File: src/rtl/edge_gap_pkg.sv
// Package edge_gap_pkg
// Shared interval classes and the window classification used by the decoder.
// Assumes interval lengths are counted in whole sampling steps, at least 1.
package edge_gap_pkg;

    typedef enum logic [1:0] {
        GAP_NONE = 2'd0,
        GAP_ZERO = 2'd1,
        GAP_ONE  = 2'd2,
        GAP_TMO  = 2'd3
    } gap_kind_t;

    // Sort an interval length into the short, long or timeout window.
    function automatic gap_kind_t classify_gap(input int unsigned gap,
                                               input int unsigned zero_max,
                                               input int unsigned one_max);
        if (gap == 0)                 return GAP_NONE;
        else if (gap <= zero_max)     return GAP_ZERO;
        else if (gap <= one_max)      return GAP_ONE;
        else if (gap == one_max + 1)  return GAP_TMO;
        else                          return GAP_NONE;
    endfunction

endpackage

File: src/rtl/line_sync.sv
// Module line_sync
// Two-flop synchronizer that brings the asynchronous receive line into clk.
// Assumes the line rests low, so the flops reset to 0.
module line_sync #(
    parameter int STAGES = 2
) (
    input  logic clk,
    input  logic rst_n,
    input  logic d_async,
    output logic q_sync
);
    logic [STAGES-1:0] chain_q;

    // Shift the raw line through the synchronizer chain.
    always_ff @(posedge clk) begin
        if (!rst_n) chain_q <= '0;
        else        chain_q <= {chain_q[STAGES-2:0], d_async};
    end

    assign q_sync = chain_q[STAGES-1];
endmodule

File: src/rtl/gap_counter.sv
// Module gap_counter
// Samples the synchronized line on each step tick, finds toggles and counts
// the steps since the last one. The count saturates one past the long window,
// and it starts saturated so that the first toggle only opens an interval.
// Assumes step_tick is a one-cycle pulse.
module gap_counter #(
    parameter int CNT_W   = 4,
    parameter int CNT_SAT = 15
) (
    input  logic         clk,
    input  logic         rst_n,
    input  logic         step_tick,
    input  logic         line_s,
    output logic         edge_evt,
    output logic         edge_lvl,
    output logic [CNT_W:0] gap_len
);
    logic             smp_q;
    logic [CNT_W-1:0] cnt_q;

    assign edge_evt = step_tick && (line_s != smp_q);
    assign edge_lvl = line_s;
    assign gap_len  = {1'b0, cnt_q} + 1'b1;

    // Hold the level seen at the last tick and the steps since the last toggle.
    always_ff @(posedge clk) begin
        if (!rst_n) begin
            smp_q <= 1'b0;
            cnt_q <= CNT_W'(CNT_SAT);
        end else if (step_tick) begin
            smp_q <= line_s;
            if (edge_evt)                      cnt_q <= '0;
            else if (cnt_q != CNT_W'(CNT_SAT)) cnt_q <= cnt_q + 1'b1;
        end
    end

    // Between ticks nothing is sampled or counted.
    assert_hold_between_ticks_R9: assert property (@(posedge clk) disable iff (!rst_n)
        !step_tick |=> ($stable(cnt_q) && $stable(smp_q)));

    // A toggle restarts the interval count.
    assert_restart_on_edge_R5: assert property (@(posedge clk) disable iff (!rst_n)
        edge_evt |=> (cnt_q == '0));
endmodule

File: src/rtl/gap_classifier.sv
// Module gap_classifier
// Turns closed intervals into registered bit, start and timeout strobes, and
// tracks whether a telegram is open. Assumes gap_len counts the current step.
module gap_classifier
    import edge_gap_pkg::*;
#(
    parameter int CNT_W    = 4,
    parameter int ZERO_MAX = 7,
    parameter int ONE_MAX  = 14
) (
    input  logic           clk,
    input  logic           rst_n,
    input  logic           step_tick,
    input  logic           edge_evt,
    input  logic           edge_lvl,
    input  logic [CNT_W:0] gap_len,
    output logic           bit_out,
    output logic           bit_valid,
    output logic           start_flag,
    output logic           timeout_flag
);
    gap_kind_t kind;
    logic      bit_now;
    logic      tmo_now;
    logic      idle_q;

    // Classify the interval that would close in this step.
    always_comb begin
        kind    = classify_gap(int'(gap_len), ZERO_MAX, ONE_MAX);
        bit_now = edge_evt && (kind == GAP_ZERO || kind == GAP_ONE);
        tmo_now = step_tick && (kind == GAP_TMO);
    end

    // Register the strobes and the between-telegrams state.
    always_ff @(posedge clk) begin
        if (!rst_n) begin
            bit_out      <= 1'b0;
            bit_valid    <= 1'b0;
            start_flag   <= 1'b0;
            timeout_flag <= 1'b0;
            idle_q       <= 1'b1;
        end else begin
            bit_valid    <= bit_now;
            timeout_flag <= tmo_now;
            start_flag   <= bit_now && idle_q && (kind == GAP_ONE) && !edge_lvl;
            if (bit_now) bit_out <= (kind == GAP_ONE);
            if (tmo_now)      idle_q <= 1'b1;
            else if (bit_now) idle_q <= 1'b0;
        end
    end

    // A step is either data or a timeout, never both.
    assert_bit_or_timeout_R4: assert property (@(posedge clk) disable iff (!rst_n)
        !(bit_valid && timeout_flag));

    // A start mark always rides on a decoded '1'.
    assert_start_is_one_R7: assert property (@(posedge clk) disable iff (!rst_n)
        start_flag |-> (bit_valid && bit_out));

    // Two timeouts never come back to back.
    assert_timeout_single_R4: assert property (@(posedge clk) disable iff (!rst_n)
        timeout_flag |=> !timeout_flag);
endmodule

File: src/rtl/edge_gap_decoder.sv
// Module edge_gap_decoder
// Top of the edge-distance decoder: synchronizer, step counter, classifier.
// Assumes step_tick pulses for one clk cycle per step and is at least
// three clk cycles apart, so a line change settles through the synchronizer.
module edge_gap_decoder #(
    parameter int ZERO_MAX = 7,
    parameter int ONE_MAX  = 14
) (
    input  logic clk,
    input  logic rst_n,
    input  logic step_tick,
    input  logic line_in,
    output logic bit_out,
    output logic bit_valid,
    output logic start_flag,
    output logic timeout_flag
);
    localparam int CNT_SAT = ONE_MAX + 1;
    localparam int CNT_W   = $clog2(CNT_SAT + 1);

    logic           line_s;
    logic           edge_evt;
    logic           edge_lvl;
    logic [CNT_W:0] gap_len;

    line_sync #(.STAGES(2)) u_sync (
        .clk     (clk),
        .rst_n   (rst_n),
        .d_async (line_in),
        .q_sync  (line_s)
    );

    gap_counter #(.CNT_W(CNT_W), .CNT_SAT(CNT_SAT)) u_cnt (
        .clk       (clk),
        .rst_n     (rst_n),
        .step_tick (step_tick),
        .line_s    (line_s),
        .edge_evt  (edge_evt),
        .edge_lvl  (edge_lvl),
        .gap_len   (gap_len)
    );

    gap_classifier #(.CNT_W(CNT_W), .ZERO_MAX(ZERO_MAX), .ONE_MAX(ONE_MAX)) u_cls (
        .clk          (clk),
        .rst_n        (rst_n),
        .step_tick    (step_tick),
        .edge_evt     (edge_evt),
        .edge_lvl     (edge_lvl),
        .gap_len      (gap_len),
        .bit_out      (bit_out),
        .bit_valid    (bit_valid),
        .start_flag   (start_flag),
        .timeout_flag (timeout_flag)
    );

    // Strobes only follow a step tick.
    assert_strobe_after_tick_R10: assert property (@(posedge clk) disable iff (!rst_n)
        (bit_valid || timeout_flag) |-> $past(step_tick));
endmodule

File: config.mk
export PLATFORM = sky130hd
export DESIGN_NAME = edge_gap_decoder
export DESIGN_NICKNAME = d
export VERILOG_FILES = /design/src/rtl/edge_gap_pkg.sv /design/src/rtl/line_sync.sv /design/src/rtl/gap_counter.sv /design/src/rtl/gap_classifier.sv /design/src/rtl/edge_gap_decoder.sv
export SDC_FILE = /design/constraint.sdc
export NUM_CORES = 1
export LEC_CHECK = 0
export ABC_AREA = 0
export BUFFER_PORTS_ARGS = -buffer_cell sky130_fd_sc_hd__buf_2
export CAP_MARGIN = 20
export CORE_MARGIN = 4
export CORE_UTILIZATION = 30
export CTS_BUF_LIST = sky130_fd_sc_hd__clkbuf_16
export DETAILED_ROUTE_END_ITERATION = 10
export PLACE_DENSITY = 0.59
export SYNTH_ARGS = -nofsm -noshare
export SYNTH_HDL_FRONTEND = slang
export SYNTH_HIERARCHICAL = 1
export SYNTH_SLANG_ARGS = --single-unit
File: constraint.sdc
create_clock -name clk -period 2.5 [get_ports clk]
set_input_delay 0.25 -clock clk [delete_from_list [all_inputs] [get_ports clk]]
set_output_delay 0.25 -clock clk [all_outputs]
set_load 0.03 [all_outputs]
* After elaboration in Yosys (flattened, before gate mapping)
Index checks and enable logic that the tools add are counted.
Storage, ports and cells: register bits 12, word-level logic and storage cells 37, output and inout port bits 4, input port bits 4
Operators by class: muxes and demuxes 6, eq/ne operators 6, reductions and logical operators 12, bitwise gates (word level) 1, add/subtract/negate cells 2, magnitude comparators 2
Operators by type and width (count):
- 2-bit two-way mux | 4
- 4-bit two-way mux | 2
- 1-bit logical AND | 6
- 4-bit by 1-bit adder with 5-bit output, second input constant | 1
- 5-bit by 4-bit == test with 1-bit output, second input constant | 1
- 5-bit by 3-bit less-or-equal comparator with 1-bit output, second input constant | 1
- 5-bit by 4-bit less-or-equal comparator with 1-bit output, second input constant | 1
- 5-bit logical NOT | 1
- 4-bit by 1-bit adder with 4-bit output, second input constant | 1
- 2-bit == test, second input constant | 2
- 4-bit != test, second input constant | 1
- 2-bit by 1-bit == test with 1-bit output, second input constant | 1
- 2-bit AND reduction | 1
- 2-bit nonzero test | 1
- 2-bit OR reduction | 1
- 1-bit logical NOT | 1
- 1-bit logical OR | 1
- 1-bit != test | 1
- 1-bit inverter | 1

* Depth between registers and ports, before layout
depth after elaboration 12, gate-level depth with buffers 8, mapped depth without buffers 8

* Hierarchy
The synthesis kept the hierarchy.
By module, submodules not included:
- gap_counter | area each 290.3 µm², instances 1, cells an instance 32
- gap_classifier | area each 227.7 µm², instances 1, cells an instance 22
- line_sync | area each 52.6 µm², instances 1, cells an instance 4

* Least setup slack after synthesis
Ideal clock, no wire load.
kind flip-flop to flip-flop, from reg u_cnt.cnt_q[2], to reg u_cls.start_flag, arrival 1652 ps, cell stages (with the launch flop) 9, setup slack 731 ps, buffers on the path 0, required time 2383 ps, period minus slack after synthesis 1769 ps, cell sequence dfxtp_1 > nand3_1 > xnor2_1 > inv_1 > a21boi_1 > o32ai_1 > ha_1 > and3_1 > and4b_1
On the way: word-level cells in the longest chain between the ends 12, elaborated cells on any way between the ends 16, those cells by class add/sub: 1; order compare: 2; eq/ne: 3; mux: 4; reduce/logical: 6
RTL lines:
- from (decl) | line gap_counter.sv:19 | logic [CNT_W-1:0] cnt_q;
- from (signal assigned) | line gap_counter.sv:29 | cnt_q <= CNT_W'(CNT_SAT);
- from (signal assigned) | line gap_counter.sv:33 | else if (cnt_q != CNT_W'(CNT_SAT)) cnt_q <= cnt_q + 1'b1;
- 4-bit by 1-bit adder with 5-bit output * | line gap_counter.sv:23 | assign gap_len = {1'b0, cnt_q} + 1'b1;
- net gap_len[3] | line edge_gap_decoder.sv:24 | logic [CNT_W:0] gap_len;
- branches (longest 4 deep; another with 5-bit by 4-bit less-or-equal comparator with 1-bit output)
- 2-bit two-way mux * | line edge_gap_pkg.sv:17 | if (gap == 0) return GAP_NONE;
- 2-bit by 1-bit == test with 1-bit output or 2-bit == test (tied branches) | line gap_classifier.sv:30, gap_classifier.sv:45
- 1-bit logical OR | line gap_classifier.sv:30 | bit_now = edge_evt && (kind == GAP_ZERO || kind == GAP_ONE);
- 1-bit logical AND | line gap_classifier.sv:30
- 1-bit logical AND | line gap_classifier.sv:45 | start_flag <= bit_now && idle_q && (kind == GAP_ONE) && !edge_lvl;
- 1-bit logical AND * (2 in series) | line gap_classifier.sv:45
- to (signal assigned) | line gap_classifier.sv:45
- to (decl) | line gap_classifier.sv:19 | output logic start_flag,
Mark *: on every way through the listed nets, which the timed path passes. A chain may end at the register's enable or synchronous reset.

* Worst setup path in the final report
from reg u_cnt.cnt_q[0], to reg u_cls.start_flag
The elaborated chain is that of the path after synthesis.

==> reports/metrics.cfg <==
[power]
p_sw_uw=201
irDropWorstVdd_uv=351
power.density_mw_per_mm2=990
power_leakage_uw=0.000334
p_seq_frac=0.317
share_clk_of_total_power=0.414
p_int_uw=500
power_uw=701
netSwitchingFraction=0.287
comb_power_share=0.269

[global_route]
first_pass_grt_wire_length_microns=1970
grt_antenna_before_repair=0
first_global_vias=456
grtUsageTotal=0.102
grt.overflow.total=0
grt_start_max_net_pins=10

[sta]
finalCritPeriodShare=0.787
post-route-min-period_ps=1970
worst_hold_slack_ps=212
report.final.setup_viol=0
max_slew.worst_pin.slew_ps=264
setup_ws_ps=533
worst_slew_margin_rel=0.823
finalMaxSlewViolations=0
finalHoldViolations=0
fmax_mhz=508
rsz0062_at_grt=false
finClkSkew_ps=1.21
fin_setup_tns_ps=0

[clock_tree]
cts.path.max_buffers=2
numCtsBuffers=3
numClockSinks=12
insertion_delay_ps=240
cts_tree=yes
clk_pin_slew_worst_setup_hold_paths_ps=40
clk_root_buffer_cell=sky130_fd_sc_hd__clkbuf_16
ctsHoldBuffers=0
postCtsSetupBuffers=0
cts_resized=0
clock_h_tree_levels=1

[critical_path]
crit_path_slowest_cell=sky130_fd_sc_hd__dfxtp_1
regToRegEndpoint=u_cls/start_flag
critical-path-max-stage-delay_ps=370
critPathLaunchType=flip-flop
cp_max_fo=5
most_used_cell_cp=sky130_fd_sc_hd__ha_1
worst-r2r-cell-count=8
worst_ep_arrival_time_ps=2100
critical_path_class=flip-flop to flip-flop
crit_path_cell_trace=ha_1, nand3_2, inv_1, nand2b_1, o32ai_1, ha_1, and3_1, and4b_1
timing.rr.start=u_cnt/cnt_q[0]
required_ps=2630
rrSetupSlack_ps=530
cp-end-kind=flip-flop

[die]
chipWidth_microns=51.6
core.rowCount=15
die_h_microns=51.6
initial_standard_cell_utilization_of_the_core=0.323
io_pins=8
die_area_sq_mm=0.00266
core_sq_mm=0.00176

[drt]
final_antenna_net_count=0
total_vias_in_the_final_route=446
dr.pass1.iters=4
routed_wire_length_per_instance_microns=11.5
detail_route.iter0.violations=9
wl_microns=1070
drc=0
route.detailed.vias_per_inst=4.80

[yosys]
yosys.cell_types.count=30
yosys_register_bits=12
postSynthNetCount=65
synthTopCellsByArea=sky130_fd_sc_hd__dfxtp_1, sky130_fd_sc_hd__ha_1, sky130_fd_sc_hd__inv_1
synth_top_cell_area_share=0.421
ys.warnings.count=6
synthesis.instances=58
syn_area_per_cell_sq_um=9.84
synth.yosys.seq_area_share=0.421
synth.cell_area_sq_um=571
synth_largest_area_cell=sky130_fd_sc_hd__dfxtp_1

[place]
post-dp-hpwl_microns=790
port-buffer-count=7
place_congestion=0.707
pre_cts_slack_ps=551

[layout]
fill_cells=187
final_common_cell=sky130_fd_sc_hd__dfxtp_1
design.final.nets=76
commonest_non_fill_non_tap_cells_in_the_layout=sky130_fd_sc_hd__dfxtp_1, sky130_fd_sc_hd__inv_1, sky130_fd_sc_hd__buf_2
multiInputGateArea_sq_um=293
layout-area-overhead-vs-synth_pct=24.1
num_antenna_cells=0
seqCellArea_sq_um=240
post_route_cells_drive_above_1_share=0.206

[run_status]
status=finished, final reports clean

[worst_hold_path]
min-delay-start=line_in
holdPathStages=2
min_to=u_sync/chain_q[0]
min_path_type=input pin to flip-flop

[job]
max_cap_viols=0

[power groups by stage]
stage / sequential [uW] / clock [uW] / combinational [uW]
2_1_floorplan: 228 / 0 / 147
3_3_place_gp: 225 / 0 / 181
3_5_place_dp: 226 / 0 / 185
4_1_cts: 223 / 299 / 188
5_1_grt: 224 / 306 / 216
6_report: 223 / 290 / 188
[final cells by class]
type | count | share of cell area
clock buffers | 3 | 0.106
repair buffers | 7 | 0.0495
multi-input cells | 37 | 0.413
clock inverters | 1 | 0.00530
flip-flops and latches | 12 | 0.339
well taps | 25 | 0.0442
inverters | 8 | 0.0424
[worst max-delay path: cells and delay by family (launching register included)]
kind            cells  cell delay (ps)
flops               1              370
simple gates        4              640
buf+inv             1              160
fa+ha+maj           2              620
compound gates      1               80
[logic make-up (layout without fill, tap and decap cells)]
logic type / after synthesis / count (layout) / share of synthesized area
xor+xnor: 3 / 3 / 0.0592
fa+ha+maj: 3 / 3 / 0.0658
compound gates: 14 / 14 / 0.195
buf+inv: 9 / 19 / 0.0658
mux: 1 / 1 / 0.0175
simple gates: 16 / 16 / 0.175
flops: 12 / 12 / 0.421
[sequential cells by signal, summed over array words and instances (netlist names)]
signal and flops:
u_cnt/cnt_q 4, u_sync/chain_q 2, u_cls/bit_out 1, u_cls/bit_valid 1, u_cls/idle_q 1, u_cls/start_flag 1
u_cls/timeout_flag 1, u_cnt/smp_q 1
[metal layers]
metal / vias up / track usage / part of all wire
li1: 225 / - / -
met1: 206 / 0.114 / 0.46
met2: 13 / 0.163 / 0.47
met3: 2 / 0.0258 / 0.055
met4: 0 / 0.0786 / 0.016
met5: - / 0 / 0
[per-stage QoR]
stage	instance area, sq um	cells	utilization
global placement	629	89	0.357
CTS	708	93	0.401
global route	708	93	0.401
finish	708	93	0.401
detailed placement	629	89	0.357
floorplan	571	58	-
[worst max path at each step]
stage                         from  slack [ps]               end
finish              u_cnt/cnt_q[0]         530  u_cls/start_flag
global route        u_cnt/cnt_q[0]         390  u_cls/start_flag
CTS                 u_cnt/cnt_q[0]         540  u_cls/start_flag
detailed placement  u_cnt/cnt_q[0]         550  u_cls/start_flag
global placement    u_cnt/cnt_q[0]         550  u_cls/start_flag
floorplan           u_cnt/cnt_q[2]         730  u_cls/start_flag
[synth_stat cells]
cell / n
sky130_fd_sc_hd__nand2_1: 1
sky130_fd_sc_hd__dfxtp_1: 12
sky130_fd_sc_hd__o221ai_1: 2
sky130_fd_sc_hd__a21boi_2: 1
sky130_fd_sc_hd__o32a_1: 1
sky130_fd_sc_hd__xor2_1: 1
sky130_fd_sc_hd__and2_1: 2
sky130_fd_sc_hd__buf_4: 1
sky130_fd_sc_hd__nand3_2: 1
sky130_fd_sc_hd__mux2i_1: 1
sky130_fd_sc_hd__nand3_1: 3
sky130_fd_sc_hd__inv_1: 8
sky130_fd_sc_hd__and4b_1: 1
sky130_fd_sc_hd__nand2b_1: 1
sky130_fd_sc_hd__and3_1: 2
sky130_fd_sc_hd__a21oi_1: 2
sky130_fd_sc_hd__a21boi_1: 1
sky130_fd_sc_hd__o32ai_1: 1
sky130_fd_sc_hd__xnor2_1: 1
sky130_fd_sc_hd__a41oi_1: 1
sky130_fd_sc_hd__ha_1: 3
sky130_fd_sc_hd__nand3b_1: 1
sky130_fd_sc_hd__nor2b_1: 1
sky130_fd_sc_hd__o21ai_0: 2
sky130_fd_sc_hd__nor2_1: 2
sky130_fd_sc_hd__and2b_2: 1
sky130_fd_sc_hd__xnor2_2: 1
sky130_fd_sc_hd__a221o_1: 1
sky130_fd_sc_hd__a21bo_1: 1
sky130_fd_sc_hd__a21boi_0: 1
Note: power is estimated with default switching activity, not from simulation.
